**src/rtl/ds_walk_pkg.sv**
```systemverilog
package ds_walk_pkg;

  typedef enum logic [1:0] {
    FMT_D24S8 = 2'd0,
    FMT_D32S8 = 2'd1,
    FMT_S8    = 2'd2
  } ds_fmt_e;

  typedef enum logic [2:0] {
    ST_IDLE,
    ST_GATHER,
    ST_ISSUE,
    ST_WAIT,
    ST_STORE,
    ST_DONE
  } ds_state_e;

  // last byte index of a packed texel
  function automatic logic [2:0] texel_last(input ds_fmt_e f);
    case (f)
      FMT_D24S8: texel_last = 3'd3;
      FMT_D32S8: texel_last = 3'd7;
      default:   texel_last = 3'd0;
    endcase
  endfunction

  // byte position of the stencil inside a packed texel
  function automatic logic [2:0] stencil_pos(input ds_fmt_e f);
    case (f)
      FMT_D24S8: stencil_pos = 3'd3;
      FMT_D32S8: stencil_pos = 3'd4;
      default:   stencil_pos = 3'd0;
    endcase
  endfunction

  // number of depth bytes carried per texel
  function automatic logic [2:0] depth_used(input ds_fmt_e f);
    case (f)
      FMT_D24S8: depth_used = 3'd3;
      FMT_D32S8: depth_used = 3'd4;
      default:   depth_used = 3'd0;
    endcase
  endfunction

endpackage

```
**src/rtl/ds_box_counter.sv**
```systemverilog
module ds_box_counter #(
  parameter int CW = 8
) (
  input  logic          clk,
  input  logic          rst_n,
  input  logic          clr,
  input  logic          step,
  input  logic [CW-1:0] box_w,
  input  logic [CW-1:0] box_h,
  input  logic [CW-1:0] box_d,
  output logic [CW-1:0] col,
  output logic [CW-1:0] row,
  output logic [CW-1:0] slc,
  output logic          last
);
  logic col_end, row_end, slc_end;
  logic [CW-1:0] col_d, row_d, slc_d;

  assign col_end = (col == box_w - CW'(1));
  assign row_end = (row == box_h - CW'(1));
  assign slc_end = (slc == box_d - CW'(1));
  assign last    = col_end && row_end && slc_end;

  always_comb begin
    col_d = col;
    row_d = row;
    slc_d = slc;
    if (clr) begin
      col_d = '0;
      row_d = '0;
      slc_d = '0;
    end else if (step) begin
      if (!col_end) begin
        col_d = col + CW'(1);
      end else begin
        col_d = '0;
        if (!row_end) begin
          row_d = row + CW'(1);
        end else begin
          row_d = '0;
          slc_d = slc + CW'(1);
        end
      end
    end
  end

  always_ff @(posedge clk or negedge rst_n) begin
    if (!rst_n) begin
      col <= '0;
      row <= '0;
      slc <= '0;
    end else if (clr || step) begin
      col <= col_d;
      row <= row_d;
      slc <= slc_d;
    end
  end
endmodule

```
**src/rtl/ds_plane_addr.sv**
```systemverilog
module ds_plane_addr #(
  parameter int CW     = 8,
  parameter int AW     = 16,
  parameter int XSHIFT = 0
) (
  input  logic [CW-1:0] org_x,
  input  logic [CW-1:0] org_y,
  input  logic [CW-1:0] slice_dy,
  input  logic [AW-1:0] pitch,
  input  logic [CW-1:0] col,
  input  logic [CW-1:0] row,
  input  logic [CW-1:0] slc,
  output logic [AW-1:0] addr
);
  logic [AW-1:0] y_line, x_byte;

  assign y_line = AW'(org_y) + AW'(slc) * AW'(slice_dy) + AW'(row);
  assign x_byte = AW'(org_x) + (AW'(col) << XSHIFT);
  assign addr   = y_line * pitch + x_byte;
endmodule

```
**src/rtl/ds_box_walker.sv**
```systemverilog
module ds_box_walker
  import ds_walk_pkg::*;
#(
  parameter int CW = 8,
  parameter int AW = 16
) (
  input  logic          clk,
  input  logic          rst_n,
  input  logic          start,
  input  logic          dir,
  input  logic [1:0]    fmt,
  input  logic [CW-1:0] box_w,
  input  logic [CW-1:0] box_h,
  input  logic [CW-1:0] box_d,
  input  logic [CW-1:0] d_org_x,
  input  logic [CW-1:0] d_org_y,
  input  logic [CW-1:0] d_slice_dy,
  input  logic [AW-1:0] d_pitch,
  input  logic [CW-1:0] s_org_x,
  input  logic [CW-1:0] s_org_y,
  input  logic [CW-1:0] s_slice_dy,
  input  logic [AW-1:0] s_pitch,
  input  logic [AW-1:0] stg_row_stride,
  input  logic [AW-1:0] stg_layer_stride,
  output logic          busy,
  output logic          done,
  output logic          dreq,
  output logic          dwe,
  output logic [3:0]    dbe,
  output logic [AW-1:0] daddr,
  output logic [31:0]   dwdata,
  input  logic          dack,
  input  logic [31:0]   drdata,
  output logic          sreq,
  output logic          swe,
  output logic [AW-1:0] saddr,
  output logic [7:0]    swdata,
  input  logic          sack,
  input  logic [7:0]    srdata,
  output logic          stg_req,
  output logic          stg_we,
  output logic [AW-1:0] stg_addr,
  output logic [7:0]    stg_wdata,
  input  logic          stg_ack,
  input  logic [7:0]    stg_rdata
);
  localparam int DEPTH_XSHIFT = 2;  // 4 bytes per depth texel in the plane
  localparam int TEXEL_MAX    = 8;

  ds_fmt_e   fmt_e;
  ds_state_e state_q, state_d;

  logic [2:0]  byte_q, byte_d;
  logic        pend_d_q, pend_s_q;
  logic [31:0] dlat_q;
  logic [7:0]  slat_q;
  logic [7:0]  tbuf_q [TEXEL_MAX];

  logic [CW-1:0] col, row, slc;
  logic          last, cnt_clr, cnt_step;
  logic          zero_box, use_depth, planes_done;
  logic [2:0]    t_last, s_pos, d_used;

  assign fmt_e     = ds_fmt_e'(fmt);
  assign t_last    = texel_last(fmt_e);
  assign s_pos     = stencil_pos(fmt_e);
  assign d_used    = depth_used(fmt_e);
  assign use_depth = (fmt_e != FMT_S8);
  assign zero_box  = (box_w == '0) || (box_h == '0) || (box_d == '0);
  assign planes_done = (!pend_d_q || dack) && (!pend_s_q || sack);

  // ---------------- walk counters and address generators ----------------
  ds_box_counter #(.CW(CW)) u_cnt (
    .clk, .rst_n, .clr(cnt_clr), .step(cnt_step),
    .box_w, .box_h, .box_d, .col, .row, .slc, .last
  );

  ds_plane_addr #(.CW(CW), .AW(AW), .XSHIFT(DEPTH_XSHIFT)) u_daddr (
    .org_x(d_org_x), .org_y(d_org_y), .slice_dy(d_slice_dy), .pitch(d_pitch),
    .col, .row, .slc, .addr(daddr)
  );

  ds_plane_addr #(.CW(CW), .AW(AW), .XSHIFT(0)) u_saddr (
    .org_x(s_org_x), .org_y(s_org_y), .slice_dy(s_slice_dy), .pitch(s_pitch),
    .col, .row, .slc, .addr(saddr)
  );

  // ---------------- next state ----------------
  always_comb begin
    state_d = state_q;
    case (state_q)
      ST_IDLE:   if (start) state_d = zero_box ? ST_DONE : (dir ? ST_GATHER : ST_ISSUE);
      ST_GATHER: if (stg_ack && byte_q == s_pos) state_d = ST_ISSUE;
      ST_ISSUE:  state_d = ST_WAIT;
      ST_WAIT:   if (planes_done) state_d = !dir ? ST_STORE : (last ? ST_DONE : ST_GATHER);
      ST_STORE:  if (stg_ack && byte_q == t_last) state_d = last ? ST_DONE : ST_ISSUE;
      ST_DONE:   state_d = ST_IDLE;
      default:   state_d = ST_IDLE;
    endcase
  end

  assign cnt_clr  = (state_q == ST_IDLE) && start;
  assign cnt_step = ((state_q == ST_WAIT) && planes_done && dir) ||
                    ((state_q == ST_STORE) && stg_ack && byte_q == t_last);

  always_comb begin
    byte_d = '0;
    if (state_q == ST_GATHER || state_q == ST_STORE)
      byte_d = stg_ack ? byte_q + 3'd1 : byte_q;
  end

  // ---------------- registers ----------------
  always_ff @(posedge clk or negedge rst_n) begin
    if (!rst_n) begin
      state_q  <= ST_IDLE;
      byte_q   <= '0;
      pend_d_q <= 1'b0;
      pend_s_q <= 1'b0;
    end else begin
      state_q <= state_d;
      byte_q  <= byte_d;
      if (state_q == ST_ISSUE) begin
        pend_d_q <= use_depth;
        pend_s_q <= 1'b1;
      end else begin
        if (dack) pend_d_q <= 1'b0;
        if (sack) pend_s_q <= 1'b0;
      end
    end
  end

  always_ff @(posedge clk or negedge rst_n) begin
    if (!rst_n) begin
      dlat_q <= '0;
      slat_q <= '0;
    end else begin
      if (pend_d_q && dack && !dir) dlat_q <= drdata;
      if (pend_s_q && sack && !dir) slat_q <= srdata;
    end
  end

  for (genvar gi = 0; gi < TEXEL_MAX; gi++) begin : g_tbuf
    always_ff @(posedge clk or negedge rst_n) begin
      if (!rst_n)
        tbuf_q[gi] <= '0;
      else if (state_q == ST_GATHER && stg_ack && byte_q == 3'(gi))
        tbuf_q[gi] <= stg_rdata;
    end
  end

  // ---------------- outputs ----------------
  assign busy   = (state_q != ST_IDLE);
  assign done   = (state_q == ST_DONE);
  assign dreq   = pend_d_q;
  assign sreq   = pend_s_q;
  assign dwe    = dir;
  assign swe    = dir;
  assign dbe    = (fmt_e == FMT_D24S8) ? 4'b0111 : 4'b1111;
  assign dwdata = {tbuf_q[3], tbuf_q[2], tbuf_q[1], tbuf_q[0]};
  assign swdata = tbuf_q[s_pos];

  assign stg_req  = (state_q == ST_GATHER) || (state_q == ST_STORE);
  assign stg_we   = (state_q == ST_STORE);
  assign stg_addr = AW'(slc) * stg_layer_stride + AW'(row) * stg_row_stride +
                    AW'(col) * AW'({1'b0, t_last} + 4'd1) + AW'(byte_q);

  always_comb begin
    if (byte_q < d_used)     stg_wdata = dlat_q[{byte_q[1:0], 3'b000} +: 8];
    else if (byte_q == s_pos) stg_wdata = slat_q;
    else                      stg_wdata = 8'h00;
  end
endmodule

```
**config.mk**
```make
export PLATFORM = sky130hd
export DESIGN_NAME = ds_box_walker
export DESIGN_NICKNAME = d
export VERILOG_FILES = /design/src/rtl/ds_walk_pkg.sv /design/src/rtl/ds_box_counter.sv /design/src/rtl/ds_plane_addr.sv /design/src/rtl/ds_box_walker.sv
export SDC_FILE = /design/constraint.sdc
export NUM_CORES = 2
export LEC_CHECK = 0
export BUFFER_PORTS_ARGS = -buffer_cell sky130_fd_sc_hd__buf_4
export CAP_MARGIN = 25
export CORE_MARGIN = 8
export CORE_UTILIZATION = 50
export CTS_CLUSTER_DIAMETER = 40
export DETAILED_ROUTE_END_ITERATION = 16
export PLACE_DENSITY = 0.7
export SLEW_MARGIN = 20
export SYNTH_ARGS = -nofsm -noshare
export SYNTH_HDL_FRONTEND = slang
export SYNTH_SLANG_ARGS = --single-unit
```
**constraint.sdc**
```tcl
create_clock -name clk -period 18.4 [get_ports clk]
set_clock_uncertainty 0.1 [all_clocks]
set_input_delay 0 -clock clk [delete_from_list [all_inputs] [get_ports clk]]
set_output_delay 0 -clock clk [all_outputs]
set_load 0.02 [all_outputs]
```
# Word-level counts from Yosys, hierarchy flattened
# Cells that the tools add are included.
[totals] register_bits=136 out_inout_bits=108 inputBits=193
[op_classes] n_mux=35 bitwise=1 n_shift=1 magnitude_cmp=2 n_mul=7 reduce_logical=49 add_sub_neg=19 n_eq_ne=24
[op_table] operator="8-bit 2-to-1 mux" n=15
[op_table] operator="16-bit by 8-bit adder with 16-bit output" n=2
[op_table] operator="8-bit by 16-bit adder with 16-bit output" n=2
[op_table] operator="16-bit by 16-bit multiplier with 16-bit output" n=2
[op_table] operator="8-bit by 16-bit multiplier with 16-bit output" n=2
[op_table] operator="8-bit by 8-bit multiplier with 16-bit output" n=2
[op_table] operator="32-bit by 6-bit variable part select with 8-bit output" n=1
[op_table] operator="3-bit 2-to-1 mux" n=10
[op_table] operator="8-bit by 1-bit adder with 8-bit output, second input constant" n=3
[op_table] operator="8-bit binary-select mux with 3-bit select" n=1
[op_table] operator="8-bit equality test" n=3
[op_table] operator="8-bit logical NOT" n=3
[op_table] operator="8-bit by 1-bit subtractor with 8-bit output, second input constant" n=3
[op_table] operator="1-bit logical AND" n=23
[op_table] operator="3-bit equality test, second input constant" n=6
[op_table] operator="16-bit by 11-bit adder with 16-bit output" n=1
[op_table] operator="16-bit by 12-bit adder with 16-bit output" n=1
[op_table] operator="16-bit adder" n=1
[op_table] operator="16-bit by 3-bit adder with 16-bit output" n=1
[op_table] operator="16-bit by 9-bit adder with 16-bit output" n=1
[op_table] operator="3-bit one-hot mux with 5 select lines" n=1
[op_table] operator="3-bit by 2-bit equality test with 1-bit output, second input constant" n=4
[op_table] operator="8-bit by 4-bit multiplier with 12-bit output" n=1
[op_table] operator="3-bit one-hot mux with 2 select lines" n=2
[op_table] operator="other kinds (24)" n=47

# Longest topological paths before layout
[depth] ltp_word=8 ltp_mapped=42

# Hierarchy
# Synthesis repeated with hierarchy kept, for this count alone.
[hier_totals] cells_unflattened=2994 area_unflattened_um2=27550.2
[by_module_without_submodules] mod="ds_box_walker" cells_each=1132 area_each_um2=11233.3 seq_area_each_um2=2202.1 n_inst=1
[by_module_without_submodules] mod="ds_plane_addr (u_daddr)" cells_each=812 area_each_um2=7119.3 seq_area_each_um2=0.0 n_inst=1
[by_module_without_submodules] mod="ds_plane_addr (u_saddr)" cells_each=804 area_each_um2=7095.6 seq_area_each_um2=0.0 n_inst=1
[by_module_without_submodules] mod="ds_box_counter" cells_each=246 area_each_um2=2102.0 seq_area_each_um2=600.6 n_inst=1

# Worst setup path after synthesis
# OpenSTA, ideal clock, no wires.
[synth_timing] path_type="register to output" from="register u_cnt.slc[2]" to="output daddr[15]" t_required_ns=18.300 path_buffers=3 path_slack_ns=7.569 t_arrival_ns=10.731 stages_incl_launch_ff=42 path_cell_list="dfrtp_1 > clkbuf_1 > clkbuf_1 > clkbuf_1 > nand2_1 > fa_1 > fa_1 > inv_1 > ha_1 > inv_1 > fa_1 > inv_1 > fa_1 > ha_1 > o21a_1 > o31a_1 > or4_4 > a31oi_4 > [6 not listed] > inv_1 > fa_1 > fa_1 > inv_1 > fa_1 > fa_1 > xnor2_1 > xnor2_1 > xnor2_1 > xnor2_1 > xnor2_1 > xnor2_1 > xor2_2 > xnor2_1 > xor3_1 > xnor3_1 > xnor3_1 > xnor2_1"
[synth_between] elab_chain_len=5
[synth_rtl] item="start: declaration" line="ds_box_counter.sv:13" rtl="output logic [CW-1:0] slc,"
[synth_rtl] item="start signal: assignment" line="ds_box_counter.sv:55" rtl="slc <= slc_d;"
[synth_rtl] item="8-bit by 8-bit multiplier with 16-bit output" line="ds_plane_addr.sv:17" rtl="assign y_line = AW'(org_y) + AW'(slc) * AW'(slice_dy) + AW'(row);"
[synth_rtl] item="8-bit by 16-bit adder with 16-bit output" line="ds_plane_addr.sv:17"
[synth_rtl] item="16-bit by 8-bit adder with 16-bit output" line="ds_plane_addr.sv:17"
[synth_rtl] item="16-bit by 16-bit multiplier with 16-bit output" line="ds_plane_addr.sv:19" rtl="assign addr = y_line * pitch + x_byte;"
[synth_rtl] item="16-bit by 11-bit adder with 16-bit output" line="ds_plane_addr.sv:19"
[synth_rtl] item="end: declaration" line="ds_box_walker.sv:30" rtl="output logic [AW-1:0] daddr,"
# Every way passes these cells.

# Final worst setup path
[layout_timing] from="register u_cnt.slc[6]" to="output daddr[15]"
# The elaborated chain is that of the path after synthesis.

==> results.py <==
metrics = {
    "sta": {
        "finalHoldViolations": 0,
        "drv_slew": 0,
        "relSlewSlack_pct": 29.9,
        "max_freq_ghz": 0.0874,
        "finalCritPeriodShare_pct": 62.2,
        "fin_tns_setup_ns": 0,
        "rsz0062_at_grt": "no",
        "worst_pin_slew_ns": 1.05,
        "period_needed_ns": 11.44,
        "setup_viol": 0,
    },
    "layout": {
        "fill_cells": 4672,
        "nNetsFinal": 4118,
        "syn2layout_area_growth_pct": 13.1,
        "drive_above_1_share_pct": 13.6,
    },
    "worst_hold_path": {
        "min_path_type": "in2reg",
        "holdPathEnd": "u_cnt.slc[2]",
        "min_path_cells": 4,
        "hold_path_startpoint": "start",
    },
    "global_route": {
        "grt_pass1_vias": 22800,
        "antenna_found_initial": 18,
        "grt.overflow.total": 0,
        "grt_max_degree": 69,
        "track_usage_pct": 23.6,
        "grt_pass1_wl_um": 115000,
    },
    "die": {
        "dieArea_mm2": 0.0614,
        "die_w_um": 248,
        "initial_core_util_pct": 50.2,
        "row_count": 85,
        "fp.dieH_um": 248,
        "core-area_mm2": 0.0535,
        "ioPinCount": 301,
    },
    "worst_setup_path": {
        "crit_buf_inv": 5,
        "cp_top_family": "adder cells",
        "path_max_fanout": 18,
        "rr_endpoint": "u_cnt.slc[6]",
        "critPathKind": "reg2out",
        "crit_path_start_kind": "register",
        "cp.arrival_ns": 11.34,
        "cp.required_ns": 18.30,
        "r2r_start": "u_cnt.col[1]",
        "endpoint_kind": "primary output",
        "r2r_slack_ns": 14.39,
        "cp_num_cells": 37,
        "slowest_delay_ns": 0.75,
        "cpMostUsedCell": "fa_1",
        "cp_slowest_cell": "dfrtp_1",
        "r2r_cells": 11,
    },
    "detailed_routing": {
        "vias": 20300,
        "drt_iter0_drc": 1236,
        "drc_errors": 0,
        "wl_per_cell_um": 18.1,
        "vias_per_cell": 5.22,
        "drt-total-wl_um": 70600,
        "ant_nets": 0,
        "firstDrtPassIters": 5,
    },
    "placement": {
        "place_congestion": 0.920,
        "place.detailed.hpwl_um": 58800,
        "port_buffers": 297,
    },
    "synthesis": {
        "synth_edf_count": 0,
        "netlist_area_mm2": 0.0268,
        "synth_cell_types": 62,
        "synth_top_area_share_pct": 33.9,
        "ys_async_sr_fraction_pct": 100,
        "synth_area_leaders": "fa_1, ha_1, dfrtp_1, inv_1, and2_1",
        "synth_top_cell_by_area": "fa_1",
        "seq_area_frac_synth_pct": 10.4,
        "yosys_warnings": 0,
        "avgSynthCellArea_um2": 9.18,
        "ys.flop_type": "dfrtp_1",
        "yosys_register_bits": 112,
        "synthCells": 2925,
    },
    "clocking": {
        "h-tree-depth": 3,
        "clockBufferDepth": 2,
        "cts_made_buffers": 9,
        "cts_sinks": 112,
        "clk_pin_slew_ns": 0.08,
        "cts_tree": "yes",
        "clk_latency_ns": 0.36,
        "cts_root_buf": "clkbuf_16",
    },
    "status": {
        "status": "completed",
    },
    "flow_run": {
        "max_cap_violations": 0,
    },
}
-- worst max-delay path by stage --
stage	from	to	slack [ns]
2_1_floorplan	u_cnt.slc[2]	daddr[15]	7.57
3_3_place_gp	u_cnt.slc[6]	daddr[15]	7.72
3_5_place_dp	u_cnt.slc[6]	daddr[15]	7.40
4_1_cts	u_cnt.slc[6]	daddr[15]	6.98
5_1_grt	u_cnt.slc[6]	daddr[15]	6.32
6_report	u_cnt.slc[6]	daddr[15]	6.96
-- Yosys cell counts (7+ instances only) --
master,number
dfrtp_1,112
a21oi_1,59
nor2_1,52
nor2b_1,30
o21a_1,7
and3_1,12
xnor2_1,135
or3_1,8
mux4_2,8
buf_4,37
nand2_1,332
a21o_1,14
nand2b_1,31
mux2i_1,9
fa_1,455
clkbuf_1,87
and2_1,312
ha_1,288
o21bai_1,14
xor2_1,37
mux2_2,81
nor3_1,18
inv_1,617
nand3_1,28
o31ai_1,8
a211oi_1,7
o21ai_0,58
-- registers in the layout, indices dropped and copies added (netlist names) --
signal     count
dlat_q        32
dwdata        32
slat_q         8
tbuf_q         8
u_cnt.col      8
u_cnt.row      8
u_cnt.slc      8
byte_q         3
state_q        3
dreq           1
sreq           1
-- what timing repair did --
| item | in CTS | in global routing |
|---|---|---|
| hold endpoints to repair | 155 | 0 |
| hold buffers | 54 | 0 |
| setup endpoints to repair | 0 | 0 |
| buffers inserted | 0 | 0 |
| gates resized for setup | 0 | 0 |
-- metal layers --
layer  GRT usage, %  wire length [µm]  part of all wire [%]
met1           28.7             28200                    40
met2           41.0             35000                    50
met3           4.00              4460                   6.3
met4           10.6              2890                   4.1
met5              0                36                 0.051
-- final cells by class --
cell class | instances | area [µm²] | share of cell area, %
multi-input combinational | 2071 | 21100 | 69.6
timing repair buffer | 371 | 2920 | 9.62
sequential | 112 | 2800 | 9.23
inverter | 617 | 2320 | 7.63
tap | 696 | 871 | 2.87
clock buffer | 9 | 225 | 0.742
clock inverter | 6 | 60.1 | 0.198
antenna | 16 | 40.0 | 0.132
-- through the flow --
stage	cells	setup WS [ns]	hold slack (ns)	area (µm²)	utilization [%]
detailed placement	3813	7.40	0.0616	29500	55.1
global route	3893	6.32	0.130	30300	56.7
finish	3898	6.96	0.109	30400	56.7
global placement	3812	7.72	0.0379	29500	55.1
CTS	3882	6.98	0.0888	30300	56.7
floorplan	2927	7.57	-0.396	26900	-
-- worst register-to-register path, cell delays in order, from the launching register on --
cell	delay (ns)
dfrtp_1	0.75
xnor2_1	0.16
a211oi_1	0.22
o211ai_1	0.13
a2111oi_1	0.85
nor2_1	0.40
nor2_2	0.35
and2_1	0.30
and3_1	0.24
nand4_1	0.13
xor2_1	0.18
nor2_1	0.05
-- layout by cell type, fill, tap and decap left out, types with 31 or more instances in the layout --
cell           instances
xnor2_1              135
xor2_1                37
mux2_2                81
buf_4                317
ha_1                 288
nand2_1              332
dfrtp_1              112
nor2_1                52
o21ai_0               58
inv_1                617
dlygate4sd3_1         54
and2_1               312
a21oi_1               59
fa_1                 455
nand2b_1              31
-- cell families (layout without fill, tap and decap cells) --
| group | count (synthesis) | in the layout | share of synthesized area, % |
|---|---|---|---|
| AO/OA/AOI/OAI | 197 | 197 | 4.52 |
| flip-flops | 112 | 112 | 10.4 |
| AND/OR/NAND/NOR | 850 | 850 | 16.1 |
| other | 1 | 19 | 0.0140 |
| buffers and inverters | 744 | 1003 | 10.9 |
| multiplexers | 98 | 98 | 4.40 |
| adder cells (fa/ha/maj) | 743 | 743 | 47.4 |
| XOR/XNOR | 180 | 180 | 6.24 |
Power is not shown: default switching activity piles up to over one toggle a cycle in this logic, so the estimate is an artifact.
